## src/rtl/fsc_pkg.sv

```systemverilog
package fsc_pkg;

    typedef enum logic [3:0] {
        FS_RUN        = 4'd0,
        FS_IDLE       = 4'd1,
        FS_SQUASH     = 4'd2,
        FS_BLOCK      = 4'd3,
        FS_WAIT_RSP   = 4'd4,
        FS_WAIT_RETRY = 4'd5,
        FS_FILL_DONE  = 4'd6,
        FS_TRAP       = 4'd7,
        FS_QUIESCE    = 4'd8
    } fstate_e;

    localparam int STATE_W   = 4;
    localparam int STALL_SRC = 4;

endpackage

```

## src/rtl/fsc_stall_flags.sv

```systemverilog
module fsc_stall_flags #(
    parameter int NSRC = 4
) (
    input  logic            clk,
    input  logic            rst_n,
    input  logic [NSRC-1:0] set_i,
    input  logic [NSRC-1:0] clr_i,
    output logic [NSRC-1:0] flag_o
);

    generate
        for (genvar s = 0; s < NSRC; s++) begin : g_src
            logic f_q;

            always_ff @(posedge clk or negedge rst_n) begin
                if (!rst_n)
                    f_q <= 1'b0;
                else if (set_i[s])
                    f_q <= 1'b1;
                else if (clr_i[s])
                    f_q <= 1'b0;
            end

            assign flag_o[s] = f_q;

            AST_CLEAR_LEGAL: assert property (@(posedge clk) disable iff (!rst_n)
                clr_i[s] |-> (f_q && !set_i[s]));
        end
    endgenerate

endmodule

```

## src/rtl/fsc_retry_slot.sv

```systemverilog
module fsc_retry_slot #(
    parameter int NT    = 2,
    parameter int TID_W = 1
) (
    input  logic             clk,
    input  logic             rst_n,
    input  logic [NT-1:0]    ask_i,
    input  logic [NT-1:0]    leave_i,
    output logic [NT-1:0]    won_o,
    output logic             busy_o,
    output logic [TID_W-1:0] owner_o
);

    logic             busy_q;
    logic [TID_W-1:0] owner_q;
    logic [TID_W-1:0] pick;
    logic             any_ask;

    always_comb begin
        won_o   = '0;
        pick    = '0;
        any_ask = 1'b0;
        for (int t = 0; t < NT; t++) begin
            if (ask_i[t] && !any_ask && !busy_q) begin
                any_ask  = 1'b1;
                won_o[t] = 1'b1;
                pick     = TID_W'(t);
            end
        end
    end

    always_ff @(posedge clk or negedge rst_n) begin
        if (!rst_n) begin
            busy_q  <= 1'b0;
            owner_q <= '0;
        end else if (busy_q) begin
            if (leave_i[owner_q])
                busy_q <= 1'b0;
        end else if (any_ask) begin
            busy_q  <= 1'b1;
            owner_q <= pick;
        end
    end

    assign busy_o  = busy_q;
    assign owner_o = owner_q;

    AST_SINGLE_WINNER: assert property (@(posedge clk) disable iff (!rst_n)
        $onehot0(won_o) && !(busy_q && |won_o));

endmodule

```

## src/rtl/fsc_thread_fsm.sv

```systemverilog
module fsc_thread_fsm
    import fsc_pkg::*;
#(
    parameter int PC_W  = 32,
    parameter int TAG_W = 3
) (
    input  logic             clk,
    input  logic             rst_n,
    input  logic             enable_i,
    input  logic             stall_i,
    input  logic             cmt_redir_i,
    input  logic [PC_W-1:0]  cmt_pc_i,
    input  logic             cmt_flush_i,
    input  logic             dec_redir_i,
    input  logic [PC_W-1:0]  dec_pc_i,
    input  logic             issue_i,
    input  logic             refuse_i,
    input  logic             slot_won_i,
    input  logic             grant_i,
    input  logic             trap_i,
    input  logic             quiesce_i,
    input  logic             wake_i,
    input  logic             rsp_here_i,
    input  logic [TAG_W-1:0] rsp_tag_i,
    input  logic             switched_out_i,
    output logic [STATE_W-1:0] state_o,
    output logic [PC_W-1:0]  pc_o,
    output logic [TAG_W-1:0] tag_o,
    output logic             line_valid_o,
    output logic             rsp_take_o,
    output logic             slot_ask_o,
    output logic             slot_leave_o
);

    fstate_e          st_q, st_d;
    logic [PC_W-1:0]  pc_q;
    logic [TAG_W-1:0] tag_q;
    logic             lv_q;

    logic             load_pc;
    logic [PC_W-1:0]  new_pc;
    logic             new_req;
    logic             take;
    logic             hold_in_stall;

    assign hold_in_stall = (st_q == FS_WAIT_RSP) || (st_q == FS_WAIT_RETRY) ||
                           (st_q == FS_TRAP)     || (st_q == FS_QUIESCE);

    // Next-state decision, fixed priority
    always_comb begin
        st_d    = st_q;
        load_pc = 1'b0;
        new_pc  = cmt_pc_i;
        new_req = 1'b0;
        take    = 1'b0;
        if (!enable_i) begin
            st_d = FS_IDLE;
        end else if (cmt_redir_i) begin
            st_d    = FS_SQUASH;
            load_pc = 1'b1;
            new_pc  = cmt_pc_i;
        end else if (cmt_flush_i) begin
            st_d = FS_SQUASH;
        end else if (dec_redir_i && st_q != FS_SQUASH) begin
            st_d    = FS_SQUASH;
            load_pc = 1'b1;
            new_pc  = dec_pc_i;
        end else if (rsp_here_i && st_q == FS_WAIT_RSP &&
                     rsp_tag_i == tag_q && !switched_out_i) begin
            take = 1'b1;
            st_d = stall_i ? FS_BLOCK : FS_FILL_DONE;
        end else if (stall_i && !hold_in_stall) begin
            st_d = FS_BLOCK;
        end else begin
            unique case (st_q)
                FS_BLOCK, FS_SQUASH, FS_IDLE: st_d = FS_RUN;
                FS_RUN: begin
                    if (trap_i)
                        st_d = FS_TRAP;
                    else if (quiesce_i)
                        st_d = FS_QUIESCE;
                    else if (issue_i) begin
                        st_d    = FS_WAIT_RSP;
                        new_req = 1'b1;
                    end else if (slot_won_i) begin
                        st_d    = FS_WAIT_RETRY;
                        new_req = 1'b1;
                    end
                end
                FS_WAIT_RETRY: if (grant_i) st_d = FS_WAIT_RSP;
                FS_FILL_DONE:  st_d = FS_RUN;
                FS_TRAP, FS_QUIESCE: if (wake_i) st_d = FS_RUN;
                FS_WAIT_RSP:   st_d = FS_WAIT_RSP;
                default:       st_d = FS_RUN;
            endcase
        end
    end

    // State register
    always_ff @(posedge clk or negedge rst_n) begin
        if (!rst_n) begin
            st_q  <= FS_RUN;
            pc_q  <= '0;
            tag_q <= '0;
            lv_q  <= 1'b0;
        end else begin
            st_q <= st_d;
            if (load_pc)
                pc_q <= new_pc;
            if (new_req) begin
                tag_q <= tag_q + 1'b1;
                lv_q  <= 1'b0;
            end else if (take) begin
                lv_q <= 1'b1;
            end
        end
    end

    // Outputs
    always_comb begin
        state_o      = st_q;
        pc_o         = pc_q;
        tag_o        = tag_q;
        line_valid_o = lv_q;
        rsp_take_o   = take;
        slot_ask_o   = enable_i && (st_q == FS_RUN) && refuse_i && !issue_i &&
                       !trap_i && !quiesce_i && !cmt_redir_i && !cmt_flush_i &&
                       !dec_redir_i && !stall_i;
        slot_leave_o = (st_q == FS_WAIT_RETRY) && (st_d != FS_WAIT_RETRY);
    end

    AST_COMMIT_FIRST: assert property (@(posedge clk) disable iff (!rst_n)
        (enable_i && cmt_redir_i) |=> (st_q == FS_SQUASH && pc_q == $past(cmt_pc_i)));

    AST_STALE_NO_FILL: assert property (@(posedge clk) disable iff (!rst_n)
        (rsp_here_i && st_q != FS_WAIT_RSP) |=> (st_q != FS_FILL_DONE));

    AST_MISS_HOLDS: assert property (@(posedge clk) disable iff (!rst_n)
        (st_q == FS_WAIT_RSP && stall_i && enable_i && !cmt_redir_i && !cmt_flush_i &&
         !dec_redir_i && !rsp_here_i) |=> (st_q == FS_WAIT_RSP));

    AST_FILL_MARKS: assert property (@(posedge clk) disable iff (!rst_n)
        $rose(lv_q) |-> (st_q == FS_FILL_DONE || st_q == FS_BLOCK));

endmodule

```

## src/rtl/fetch_status_ctrl.sv

```systemverilog
module fetch_status_ctrl
    import fsc_pkg::*;
#(
    parameter int NT    = 2,
    parameter int PC_W  = 32,
    parameter int TAG_W = 3,
    localparam int TID_W = (NT > 1) ? $clog2(NT) : 1
) (
    input  logic                 clk,
    input  logic                 rst_n,
    input  logic [NT-1:0]        thr_enable,
    input  logic [4*NT-1:0]      stall_set,
    input  logic [4*NT-1:0]      stall_clr,
    input  logic                 ctx_switch,
    input  logic [NT-1:0]        cmt_redirect,
    input  logic [NT*PC_W-1:0]   cmt_redirect_pc,
    input  logic [NT-1:0]        cmt_flushing,
    input  logic [NT-1:0]        dec_redirect,
    input  logic [NT*PC_W-1:0]   dec_redirect_pc,
    input  logic [NT-1:0]        req_issue,
    input  logic [NT-1:0]        req_refuse,
    input  logic                 retry_grant,
    input  logic                 rsp_valid,
    input  logic [TID_W-1:0]     rsp_tid,
    input  logic [TAG_W-1:0]     rsp_tag,
    input  logic                 switched_out,
    input  logic [NT-1:0]        trap_req,
    input  logic [NT-1:0]        quiesce_req,
    input  logic [NT-1:0]        wake,
    output logic [4*NT-1:0]      thr_state,
    output logic [NT*PC_W-1:0]   thr_pc,
    output logic [NT*TAG_W-1:0]  req_tag,
    output logic [NT-1:0]        line_valid,
    output logic                 rsp_drop,
    output logic                 retry_busy,
    output logic [TID_W-1:0]     retry_owner,
    output logic                 stage_active
);

    logic [NT-1:0] take, ask, leave, won, grant_mine, stalled, in_retry, busy_thr;

    generate
        for (genvar t = 0; t < NT; t++) begin : g_thr
            logic [STALL_SRC-1:0] flags;
            logic [STATE_W-1:0]   st;

            fsc_stall_flags #(.NSRC(STALL_SRC)) u_flags (
                .clk    (clk),
                .rst_n  (rst_n),
                .set_i  (stall_set[t*STALL_SRC +: STALL_SRC]),
                .clr_i  (stall_clr[t*STALL_SRC +: STALL_SRC]),
                .flag_o (flags)
            );

            assign stalled[t]    = ctx_switch | (|flags);
            assign grant_mine[t] = retry_grant && retry_busy && (retry_owner == TID_W'(t));

            fsc_thread_fsm #(.PC_W(PC_W), .TAG_W(TAG_W)) u_fsm (
                .clk            (clk),
                .rst_n          (rst_n),
                .enable_i       (thr_enable[t]),
                .stall_i        (stalled[t]),
                .cmt_redir_i    (cmt_redirect[t]),
                .cmt_pc_i       (cmt_redirect_pc[t*PC_W +: PC_W]),
                .cmt_flush_i    (cmt_flushing[t]),
                .dec_redir_i    (dec_redirect[t]),
                .dec_pc_i       (dec_redirect_pc[t*PC_W +: PC_W]),
                .issue_i        (req_issue[t]),
                .refuse_i       (req_refuse[t]),
                .slot_won_i     (won[t]),
                .grant_i        (grant_mine[t]),
                .trap_i         (trap_req[t]),
                .quiesce_i      (quiesce_req[t]),
                .wake_i         (wake[t]),
                .rsp_here_i     (rsp_valid && (rsp_tid == TID_W'(t))),
                .rsp_tag_i      (rsp_tag),
                .switched_out_i (switched_out),
                .state_o        (st),
                .pc_o           (thr_pc[t*PC_W +: PC_W]),
                .tag_o          (req_tag[t*TAG_W +: TAG_W]),
                .line_valid_o   (line_valid[t]),
                .rsp_take_o     (take[t]),
                .slot_ask_o     (ask[t]),
                .slot_leave_o   (leave[t])
            );

            assign thr_state[t*STATE_W +: STATE_W] = st;
            assign in_retry[t] = (st == FS_WAIT_RETRY);
            assign busy_thr[t] = thr_enable[t] &&
                                 (st == FS_RUN || st == FS_SQUASH || st == FS_FILL_DONE);
        end
    endgenerate

    fsc_retry_slot #(.NT(NT), .TID_W(TID_W)) u_slot (
        .clk     (clk),
        .rst_n   (rst_n),
        .ask_i   (ask),
        .leave_i (leave),
        .won_o   (won),
        .busy_o  (retry_busy),
        .owner_o (retry_owner)
    );

    always_comb begin
        rsp_drop     = rsp_valid && !(|take);
        stage_active = |busy_thr;
    end

    AST_ONE_RETRY: assert property (@(posedge clk) disable iff (!rst_n)
        $onehot0(in_retry));

    AST_OWNER_WAITS: assert property (@(posedge clk) disable iff (!rst_n)
        retry_busy |-> in_retry[retry_owner]);

    AST_TAKE_SINGLE: assert property (@(posedge clk) disable iff (!rst_n)
        $onehot0(take));

endmodule

```

## config.mk

```make
export PLATFORM = sky130hd
export DESIGN_NAME = fetch_status_ctrl
export DESIGN_NICKNAME = d
export VERILOG_FILES = /design/src/rtl/fsc_pkg.sv /design/src/rtl/fsc_stall_flags.sv /design/src/rtl/fsc_retry_slot.sv /design/src/rtl/fsc_thread_fsm.sv /design/src/rtl/fetch_status_ctrl.sv
export SDC_FILE = /design/constraint.sdc
export NUM_CORES = 1
export LEC_CHECK = 0
export BUFFER_PORTS_ARGS = -buffer_cell sky130_fd_sc_hd__buf_4
export CAP_MARGIN = 20
export CORE_UTILIZATION = 46
export CTS_BUF_LIST = sky130_fd_sc_hd__clkbuf_16
export CTS_CLUSTER_DIAMETER = 120
export DETAILED_ROUTE_END_ITERATION = 7
export PLACE_DENSITY = 0.85
export SLEW_MARGIN = 40
export SYNTH_ARGS = -nofsm -noshare
export SYNTH_HDL_FRONTEND = slang
export SYNTH_HIERARCHICAL = 1
export SYNTH_SLANG_ARGS = --single-unit
```

## constraint.sdc

```tcl
create_clock -name clk -period 3.1 [get_ports clk]
set_clock_uncertainty 0.05 [all_clocks]
set_input_delay 0.155 -clock clk [delete_from_list [all_inputs] [get_ports clk]]
set_output_delay 0.155 -clock clk [all_outputs]
set_load 0.05 [all_outputs]
```

==> Word level (Yosys, flattened, before mapping) <==
Index checks and enable logic that the tools add are counted.
{ "totals": {"reg_bits": 90, "in_bits": 172, "out_inout_bits": 84, "word_cells": 238} }
{ "classes": {"addsub": 2, "n_lt_le_gt_ge": 1, "eq_ne": 18, "mux": 104, "n_bitwise": 5, "reduce_logical": 90} }
{ "ops": {"columns": ["cell", "n"], "rows": [
  ["$mux 32", 8],
  ["$mux 4", 24],
  ["$mux 1", 68],
  ["$logic_and 1x1->1", 41],
  ["$eq 4x3->1 const B", 8],
  ["$pmux 4 s4", 2],
  ["$logic_not 1->1", 20],
  ["$reduce_bool 2->1", 10],
  ["$logic_or 1x1->1", 10],
  ["$eq 4x2->1 const B", 2],
  ["$eq 4x4->1 const B", 2],
  ["$logic_not 4->1", 2],
  ["$ne 4x2->1 const B", 2],
  ["$ne 4x3->1 const B", 2],
  ["$reduce_or 2->1", 4],
  ["$reduce_or 4->1", 2],
  ["$add 3x1->3 const B", 2],
  ["$eq 3x3->1", 2],
  ["$mux 3", 2],
  ["$not 1->1", 3],
  ["$lt 1x2->1 const B", 1],
  ["$or 1x1->1", 2],
  ["$reduce_and 2->1", 1]
]} }

==> Logic depth before layout (Yosys ltp) <==
Gate-level depths: netlist (run 1).
{ "depth": {"depth_word": 33, "ltp_mapped": 15, "ltp_nobuf": 13} }

==> Modules after synthesis <==
The synthesis (run 1) kept the hierarchy.
{ "by_module_without_submodules": {"columns": ["mod", "n_inst", "cells_per_inst", "area_each_um2", "seq_area_each_um2"], "rows": [
  ["fsc_thread_fsm (g_thr[0].u_fsm)", 1, 178, 2351.0, 1001.0],
  ["fsc_thread_fsm (g_thr[1].u_fsm)", 1, 220, 2135.8, 1001.0],
  ["fsc_stall_flags", 2, 16, 175.2, 100.1],
  ["fsc_retry_slot", 1, 11, 111.4, 50.0],
  ["fetch_status_ctrl", 1, 18, 96.3, 0.0]
]} }

==> Worst setup path before layout (run 1) <==
No wires, ideal clock.
{ "synth_path": {"path_kind": "reg-to-reg", "startpoint": "register g_thr[1].u_fsm.st_q[0]", "endpoint": "register u_slot.busy_q (netlist: u_slot/busy_o)", "setup_ns": 0.075, "t_arrival_ns": 3.038, "required_time_ns": 2.975, "slack_ns": -0.063, "path_stages_with_launch": 15, "path_buffers": 2, "period_less_slack_ns": 3.163, "cell_sequence": "dfrtp_1 -> clkbuf_1 -> nor4_1 -> nand4_1 -> nor4_1 -> nand2b_1 -> nor2_1 -> buf_4 -> nor2_1 -> nor4b_1 -> a221oi_1 -> a31oi_1 -> a311oi_1 -> mux2_4 -> a21oi_2"} }
{ "synth_via": {"elab_chain_len": 30, "elab_cells_between_ends": 49, "cone_classes": "6 x eq/ne; 20 x mux; 23 x reduce/logical"} }
{ "synth_rtl": {"columns": ["element", "line_no", "rtl"], "rows": [
  ["from (decl)", "fsc_thread_fsm.sv:35", "fstate_e st_q, st_d;"],
  ["from (signal assigned)", "fsc_thread_fsm.sv:107", "st_q <= st_d;"],
  ["$logic_not 4->1", "fsc_thread_fsm.sv:126", "slot_ask_o = enable_i && (st_q == FS_RUN) && refuse_i && !issue_i &&"],
  ["$logic_and 1x1->1 (4 in series)", "fsc_thread_fsm.sv:126", null],
  ["$logic_and 1x1->1 (4 in series)", "fsc_thread_fsm.sv:127", "!trap_i && !quiesce_i && !cmt_redir_i && !cmt_flush_i &&"],
  ["$logic_and 1x1->1", "fsc_thread_fsm.sv:128", "!dec_redir_i && !stall_i;"],
  ["net ask[1]", "fetch_status_ctrl.sv:40", "logic [NT-1:0] take, ask, leave, won, grant_mine, stalled, in_retry, busy_thr;"],
  ["$logic_and 1x1->1 (2 in series)", "fsc_retry_slot.sv:24", "if (ask_i[t] && !any_ask && !busy_q) begin"],
  ["$mux 1", null, null],
  ["net u_slot.pick", "fsc_retry_slot.sv:16", "logic [TID_W-1:0] pick;"],
  ["(+9 left out)", null, null],
  ["$mux 4", "fsc_thread_fsm.sv:58", "end else if (cmt_redir_i) begin"],
  ["$mux 4", "fsc_thread_fsm.sv:56", "if (!enable_i) begin"],
  ["$ne 4x3->1", "fsc_thread_fsm.sv:129", "slot_leave_o = (st_q == FS_WAIT_RETRY) && (st_d != FS_WAIT_RETRY);"],
  ["$logic_and 1x1->1", "fsc_thread_fsm.sv:129", null],
  ["net leave[1]", "fetch_status_ctrl.sv:40", null],
  ["$mux 1 (implied by the code) (2 in series)", "fsc_retry_slot.sv:37", "if (leave_i[owner_q])"],
  ["$mux 1", "fsc_retry_slot.sv:37", null],
  ["$mux 1", "fsc_retry_slot.sv:36", "end else if (busy_q) begin"],
  ["to (signal assigned)", "fsc_retry_slot.sv:34", "busy_q <= 1'b0;"],
  ["to (signal assigned)", "fsc_retry_slot.sv:38", "busy_q <= 1'b0;"],
  ["to (signal assigned)", "fsc_retry_slot.sv:40", "busy_q <= 1'b1;"],
  ["to (decl)", "fsc_retry_slot.sv:14", "logic busy_q;"]
]} }
The timed path passes the listed nets, and every way through them passes these cells. The select of a mux whose other input is x is not followed.
A chain may end at the register's enable or synchronous reset.

==> Worst setup path after layout (run 1) <==
{ "layout_path": {"startpoint": "register g_thr[1].u_fsm.st_q[3]", "endpoint": "register u_slot.busy_q (netlist: u_slot/busy_o)"} }
{ "layout_via": {"elab_chain_len": 30, "elab_cells_between_ends": 49, "cone_classes": "6 x eq/ne; 20 x mux; 23 x reduce/logical"} }
{ "layout_rtl": {"columns": ["element", "line_no"], "rows": [
  ["$logic_not 4->1", "fsc_thread_fsm.sv:126"],
  ["$logic_and 1x1->1 (4 in series)", "fsc_thread_fsm.sv:126"],
  ["$logic_and 1x1->1 (4 in series)", "fsc_thread_fsm.sv:127"],
  ["$logic_and 1x1->1", "fsc_thread_fsm.sv:128"],
  ["net ask[1]", "fetch_status_ctrl.sv:40"],
  ["$logic_and 1x1->1 (2 in series)", "fsc_retry_slot.sv:24"],
  ["$mux 1", "fsc_retry_slot.sv:24"],
  ["net won[1]", "fetch_status_ctrl.sv:40"],
  ["(+9 left out)", null],
  ["$mux 4", "fsc_thread_fsm.sv:58"],
  ["$mux 4", "fsc_thread_fsm.sv:56"],
  ["$ne 4x3->1", "fsc_thread_fsm.sv:129"],
  ["$logic_and 1x1->1", "fsc_thread_fsm.sv:129"],
  ["net leave[1]", "fetch_status_ctrl.sv:40"],
  ["$mux 1 (implied by the code) (2 in series)", "fsc_retry_slot.sv:37"],
  ["$mux 1", "fsc_retry_slot.sv:37"],
  ["$mux 1", "fsc_retry_slot.sv:36"]
]} }
The timed path passes the listed nets, and every way through them passes these cells. The select of a mux whose other input is x is not followed.

==> results of run 1 <==
==> area by class of cell <==
class                           instances  area (µm²)  area share
Clock inverter                          7        68.8     0.00919
Tap cell                              136         170      0.0227
Multi-Input combinational cell        319        2560       0.342
Inverter                               20        75.1      0.0100
Sequential cell                        90        2250       0.301
Clock buffer                            9         225      0.0301
Timing Repair Buffer                  276        2130       0.285
==> metrics by stage <==
step | utilization | instance area (µm²) | power [mW] | hold slack [ns] | setup WS, ns
2_1_floorplan | - | 5050 | 2.19 | -0.191 | 0.0319
3_3_place_gp | 0.673 | 7040 | 2.66 | 0.141 | 0.368
3_5_place_dp | 0.673 | 7040 | 2.68 | 0.153 | 0.0499
4_1_cts | 0.711 | 7440 | 3.78 | 0.00817 | 0.0101
5_1_grt | 0.715 | 7480 | 3.91 | 0.0127 | 0.0236
6_report | 0.715 | 7480 | 3.75 | 0.0250 | 0.194
==> per-layer routing <==
metal	share of wire	up-vias
met5	0	-
met4	0.027	0
met3	0.085	34
met2	0.50	243
met1	0.39	2116
li1	-	2138
==> layout by cell type (no fill, tap or decap), types with 10 or more instances in the layout <==
cell type	instances
dlygate4sd3_1	10
a21oi_1	39
inv_1	20
nor2_1	50
mux2_2	34
mux2_4	31
buf_4	263
dfrtp_1	89
mux2i_1	32
nand2_1	14
==> logic make-up after synthesis <==
group | count (synthesis)
AOI/OAI and AO/OA | 80
xor gates and xnor gates | 11
adders and majority gates | 2
buffers and inverters | 50
DFF | 90
muxes | 98
and+or+nand+nor | 128
==> worst max path at each step <==
stage,depth (start not counted),slack (ns),endpoint,start
3_3_place_gp,12,0.37,u_slot/busy_o,g_thr[1].u_fsm/state_o[3]
6_report,12,0.19,u_slot/busy_o,g_thr[1].u_fsm/state_o[3]
4_1_cts,12,0.01,u_slot/busy_o,g_thr[1].u_fsm/state_o[3]
5_1_grt,12,0.02,u_slot/busy_o,g_thr[1].u_fsm/state_o[3]
3_5_place_dp,12,0.05,u_slot/busy_o,g_thr[1].u_fsm/state_o[3]
2_1_floorplan,14,0.03,u_slot/busy_o,g_thr[1].u_fsm/state_o[0]
==> report_power, final <==
part	internal [mW]	switching, mW	leakage (nW)
Combinational	0.514	0.767	2.62
Clock	0.622	0.449	0.133
Sequential	1.31	0.0842	1.05
==> repair_timing <==
item / 4_1_cts / 5_1_grt
buffers inserted: 0 / 3
hold endpoints to repair: 53 / 0
setup endpoints to repair: 0 / 2
gates resized for setup: 0 / 5
hold buffers: 10 / 0
==> state kept, by name (all words and copies together) (netlist names) <==
name                      count
g_thr.u_fsm/pc_o             64
g_thr.u_flags/g_src.f_q       8
g_thr.u_fsm/state_o           8
g_thr.u_fsm/tag_o             6
g_thr.u_fsm/line_valid_o      2
u_slot/busy_o                 1
u_slot/owner_o                1
==> results.md, run 1 <==
- Count leader, synth: dfrtp_1
- Post-Synth Adder-Cell Area: 0.00496
- Post-synthesis instance area: 5040 µm²
- Row Count: 37
- Commonest cells post-synth: dfrtp_1, nor2_1, a21oi_1
- Mux cell area share after synthesis: 0.234
- Simple-gate share of the synthesized area: 0.137
- Met3 Usage GRT: 0.0578
- Final period util: 0.937
- Critical path buffer and inverter count: 0
- Yosys warns: 6
- Worst setup SP type: register
- First-pass GRT wire length: about 22000 µm
- WL/cell: about 17 µm
- Num ports: 256
- Setup TNS: 0 ns
- Num CTS Buffers: 9
- Nets: 890
- Hold Startpoint: thr_enable[1]
- Via count: 4531
- Hold path endpoint: g_thr[1].u_fsm/state_o[0]
- Largest family of logic cells by synthesized area: multiplexers
- Clock sink count: 90
- Width of the die: 107 µm
- Full die area: 11400 µm²
- Synth top area share: 0.446
- Worst-path clk slew: 0.07 ns
- Grt ovf: 0
- Vias per cell: ~5.3
- Post-Syn Nets: 633
- Post-synthesis sequential area ratio: 0.446
- Worst path arrival time: 3.11 ns
- Initial Util: 0.482
- Post-route minimum period: between 2 and 3 ns
- Diodes inserted: 0
- Port Buffer Count: 255
- Met2 Resource Use GR: 0.433
- Drt initial violations: 241
- FILL cells: 721
- Peak VDD IR: 0.377 mV
- H-tree Lvls: 3
- WL final: 14300 µm
- Crit path max-delay cell type: dfrtp_2
- RSZ-0062 raised after global routing: no
- Leakage: 3.80 nW
- Initial antenna violation count: 0
- Setup violators final: 0
- Worst path required time: about 3.3 ns
- # DRC: 0
- Cells after Synth: about 460
- Max-cap viol count: 0
- Compound-Gate Fraction of Synth Area: 0.104
- PD cells: 501 nW/µm²
- Hold depth: 2
- R2R Setup Slk: 0.19 ns
- Ranking of synthesized cells by area: dfrtp_1, mux2_4, mux2_2
- FF+latch count, synth: 90
- Final Non-Filler Cells: ~860
- Post-synth EDFFs: 0
- Root buffer cell: clkbuf_16
- Reg2reg path depth: 12
- Worst hold path type: primary input to register
- Count of cell types in the netlist: 64
- Placer congestion estimate: 0.984
- Total GRT Usage: 0.250
- P&R area growth vs syn: 48.4%
- Final ANT Viol Nets: 0
- Most used routing layer: met2
- Actual slew at the worst max-slew pin: between 0.6 and 0.7 ns
- XOR/XNOR Fraction of Synth Area: 0.0191
- Slew headroom: 0.551
- Family with the most delay on the worst path: simple AND/OR/NAND/NOR gates
- GR Util met1: 0.300
- Cell taking the most area after synthesis: dfrtp_1
- Post-detail-place hpwl: 10700 µm
- Post-Syn Area per Cell: between 10 and 15 µm²
- Max incr delay on CP: 0.49 ns
- Status: complete, no violations
- Clk Latency, worst-skew pair: approximately 0.33 ns
- Asr flop ratio synth: 1.00
- Share of layout cells above drive strength 1: 0.506
- Fmax: 0.344 GHz
- Final Hold Violating Endpoints: 0
- Crit path kind: register to register
- Die height: 107 µm
- Number of global-route vias before repair: between 4000 and 5000
- RR Endpoint: u_slot/busy_o
- CTS tree: built
- Top FF cell, synth: dfrtp_1
- FF-to-FF Start: g_thr[1].u_fsm/state_o[3]
- CP max FO: 11
- Crit path cell chain: nor4_4 -> nand4_1 -> nor4_2 -> nand2b_1 -> nor2_2 -> nor2_1 -> o21bai_1 -> a21oi_1 -> a211oi_1 -> a311oi_1 -> mux2_4 -> a21oi_2
- Placed insts: 828
- Longest Clk Path Bufs: 2
- Max-slew violation count: 0
- Core area: 10500 µm²
- Largest net degree at the start of global routing: 65
- Detailed Routing Iterations Pass 1: 6
- Setup crit end kind: register
No activity file was read; power rests on OpenSTA's default activity.
==> run 2: changes to the inputs <==
- CELL_PAD_IN_SITES_DETAIL_PLACEMENT: unset -> 2
- CELL_PAD_IN_SITES_GLOBAL_PLACEMENT: unset -> 2
- CORE_UTILIZATION: 46 -> 27
- SKIP_LAST_GASP: unset -> 1
==> run 2 against run 1 <==
The run now ends with DRC left; sequential power about the same; worst hold slack gained 0.0020 ns; first-iteration DRC count decreased by 41%; critical path type unchanged.
==> results.md, run 2 (synthesis results as in run 1) <==
- Status: finished, violations left (was complete, no violations)
- Violated checks: DRC
- Slew headroom: 0.529 (was 0.551)
- Reg power frac: 0.368 (was 0.373)
- Commonest non-fill, non-tap cell in the layout: buf_4 (unchanged)
- Reg2reg path depth: 12 (unchanged)
- Worst-path clk slew: 0.07 ns (about the same)
- Final core utilization: 0.420 (was 0.715)
- First-pass GRT wire length: 28700 µm (was 22300 µm)
- Clock sink count: 90 (unchanged)
- Root buffer cell: clkbuf_16 (unchanged)
- CTS tree: built (unchanged)
- Vias per cell: 4.84 (was 5.29)
- Storage cell area: 2250 µm² (unchanged)
- Worst path required time: 3.33 ns (was 3.31 ns)
- Int Pwr: 2.45 mW (about the same)
- Worst path arrival time: 3.27 ns (was 3.11 ns)
- Placed cell area: 7160 µm² (was 7040 µm²)
- CP max FO: 7 (was 11)
- Part of the power in the clock network: 0.292 (was 0.286)
- Switching part of the total power: 0.359 (was 0.347)
- Final worst setup slack: 0.0594 ns (was 0.194 ns)
- PD cells: 501 nW/µm² (about the same)
- Multi-input gate area: 2570 µm² (was 2560 µm²)
- Share of layout cells above drive strength 1: 0.509 (was 0.506)
- P&R area growth vs syn: 51.0% (was 48.4%)
- Initial antenna violation count: 0 (unchanged)
- Setup violators final: 0 (unchanged)
- Row Count: 49 (was 37)
- Num ports: 256 (unchanged)
- Number of global-route vias before repair: 5235 (was 4522)
- Worst setup startpoint: g_thr[1].u_fsm/state_o[2] (was g_thr[1].u_fsm/state_o[3])
- Comb pwr share: 0.340 (was 0.341)
- Number of flip-flops in the largest register: 64 (unchanged)
- Post-detail-place hpwl: 14100 µm (was 10700 µm)
- Drt initial violations: 141 (was 241)
- Placer congestion estimate: 0.889 (was 0.984)
- Peak VDD IR: 0.244 mV (was 0.377 mV)
- Core area: 18100 µm² (was 10500 µm²)
- FF-to-FF Start: g_thr[1].u_fsm/state_o[2] (was g_thr[1].u_fsm/state_o[3])
- Nets: 894 (was 890)
- Final ANT Viol Nets: 0 (unchanged)
- WL/cell: 19.2 µm (was 16.7 µm)
- H-tree Lvls: 3 (unchanged)
- Grt ovf: 0 (unchanged)
- Worst setup SP type: register (unchanged)
- Final period util: 0.981 (was 0.937)
- Largest net degree at the start of global routing: 74 (was 65)
- Fin area: 7620 µm² (was 7480 µm²)
- Clk Latency, worst-skew pair: 0.35 ns (was 0.33 ns)
- Width of the die: 139 µm (was 107 µm)
- Post-route minimum period: 3.04 ns (was 2.91 ns)
- Most frequent cells in the layout: buf_4, dfrtp_1, nor2_1 (unchanged)
- Diodes inserted: 0 (unchanged)
- WL final: 18300 µm (was 14300 µm)
- Port Buffer Count: 255 (unchanged)
- # DRC: 18 (was 0)
- Num CTS Buffers: 9 (unchanged)
- Worst Setup Slack post-DPL: -0.0942 ns (was 0.0499 ns)
- Actual slew at the worst max-slew pin: 0.707 ns (was 0.663 ns)
- Final Non-Filler Cells: 954 (was 857)
- Total GRT Usage: 0.192 (was 0.250)
- Max-cap viol count: 0 (unchanged)
- Fmax: 0.329 GHz (was 0.344 GHz)
- FILL cells: 1906 (was 721)
- Detailed Routing Iterations Pass 1: 6 (unchanged)
- Initial Util: 0.278 (was 0.482)
- R2R Setup Slk: 0.06 ns (was 0.19 ns)
- Final Hold Violating Endpoints: 0 (unchanged)
- CP endpoint: u_slot/busy_o (unchanged)
- RR Endpoint: u_slot/busy_o (unchanged)
- Setup crit end kind: register (unchanged)
- Worst hold path type: primary input to register (unchanged)
- Switching pwr: 1.37 mW (was 1.30 mW)
- Leakage: 3.83 nW (was 3.80 nW)
- Full die area: 19200 µm² (was 11400 µm²)
- Longest Clk Path Bufs: 2 (unchanged)
- Placed insts: 924 (was 828)
- Max-slew violation count: 0 (unchanged)
- Die height: 139 µm (was 107 µm)
- Via count: 4618 (was 4531)
- Crit path kind: register to register (unchanged)
run 2: changes by cell type in the layout (fill, tap and decap cells not counted), sizes merged:
cell / previous run / this run
buf: 266 / 270
clkinvlp: 3 / 2
inv: 21 / 22
run 2: how the worst min path moves through the flow:
stage                  from                       endpoint  depth (start not counted)
6_report       stall_clr[6]  g_thr[1].u_flags/g_src[2].f_q                          3
5_1_grt        stall_clr[7]  g_thr[1].u_flags/g_src[3].f_q                          3
4_1_cts        stall_clr[6]  g_thr[1].u_flags/g_src[2].f_q                          3
3_5_place_dp          rst_n        g_thr[0].u_fsm/pc_o[12]                          1
3_3_place_gp   stall_set[7]  g_thr[1].u_flags/g_src[3].f_q                          2
2_1_floorplan         rst_n  g_thr[0].u_flags/g_src[0].f_q                          0
run 2: per-stage QoR:
| step | hold WS (ns) | setup TNS, ns | total power [mW] |
|---|---|---|---|
| finish | 0.0270 | 0 | 3.82 |
| global route | 0.0314 | -0.187 | 3.99 |
| CTS | 0.0108 | 0 | 3.88 |
| detailed placement | 0.194 | -0.0942 | 2.72 |
| global placement | 0.285 | 0 | 2.66 |
| floorplan | -0.191 | 0 | 2.19 |
run 2: critical path, cell delays in order, from the launching register on:
cell and delay [ns]:
dfrtp_2 0.46, nor4_4 0.33, nand4_1 0.21, nor4_4 0.36, nand2b_1 0.15, nor2_2 0.14, nor2_1 0.08, nor4b_2 0.29
a221oi_1 0.10, a31oi_1 0.25, a311oi_1 0.14, mux2_4 0.29, a21oi_2 0.13
run 2: repair_timing:
action,in CTS,in global routing
hold buffers,10,0
resized for setup,2,4
endpoints found under the setup margin,1,1
setup buffers,0,4
gates cloned,0,0
pin swaps,0,4
endpoints found under the hold margin,80,0
run 2: layout make-up:
class / count / share of cell area
well taps: 229 / 0.0376
clock inverters: 7 / 0.00920
inverters: 20 / 0.00985
flip-flops and latches: 90 / 0.296
clock buffers: 9 / 0.0296
repair buffers: 280 / 0.281
multi-input cells: 319 / 0.337
run 2: power by group through the flow:
stage / Clock (mW) / Sequential [mW] / Combinational [mW]
finish: 1.12 / 1.41 / 1.30
global placement: 0 / 1.41 / 1.25
floorplan: 0 / 1.88 / 0.308
global route: 1.21 / 1.42 / 1.36
CTS: 1.16 / 1.41 / 1.31
detailed placement: 0 / 1.43 / 1.29
run 2: metal layers:
| metal | routed length (µm) | GRT usage | share of wire |
|---|---|---|---|
| met4 | 369 | 0.0719 | 0.020 |
| met5 | 0 | 0 | 0 |
| met1 | 6880 | 0.209 | 0.38 |
| met2 | 9790 | 0.357 | 0.53 |
| met3 | 1300 | 0.0490 | 0.071 |
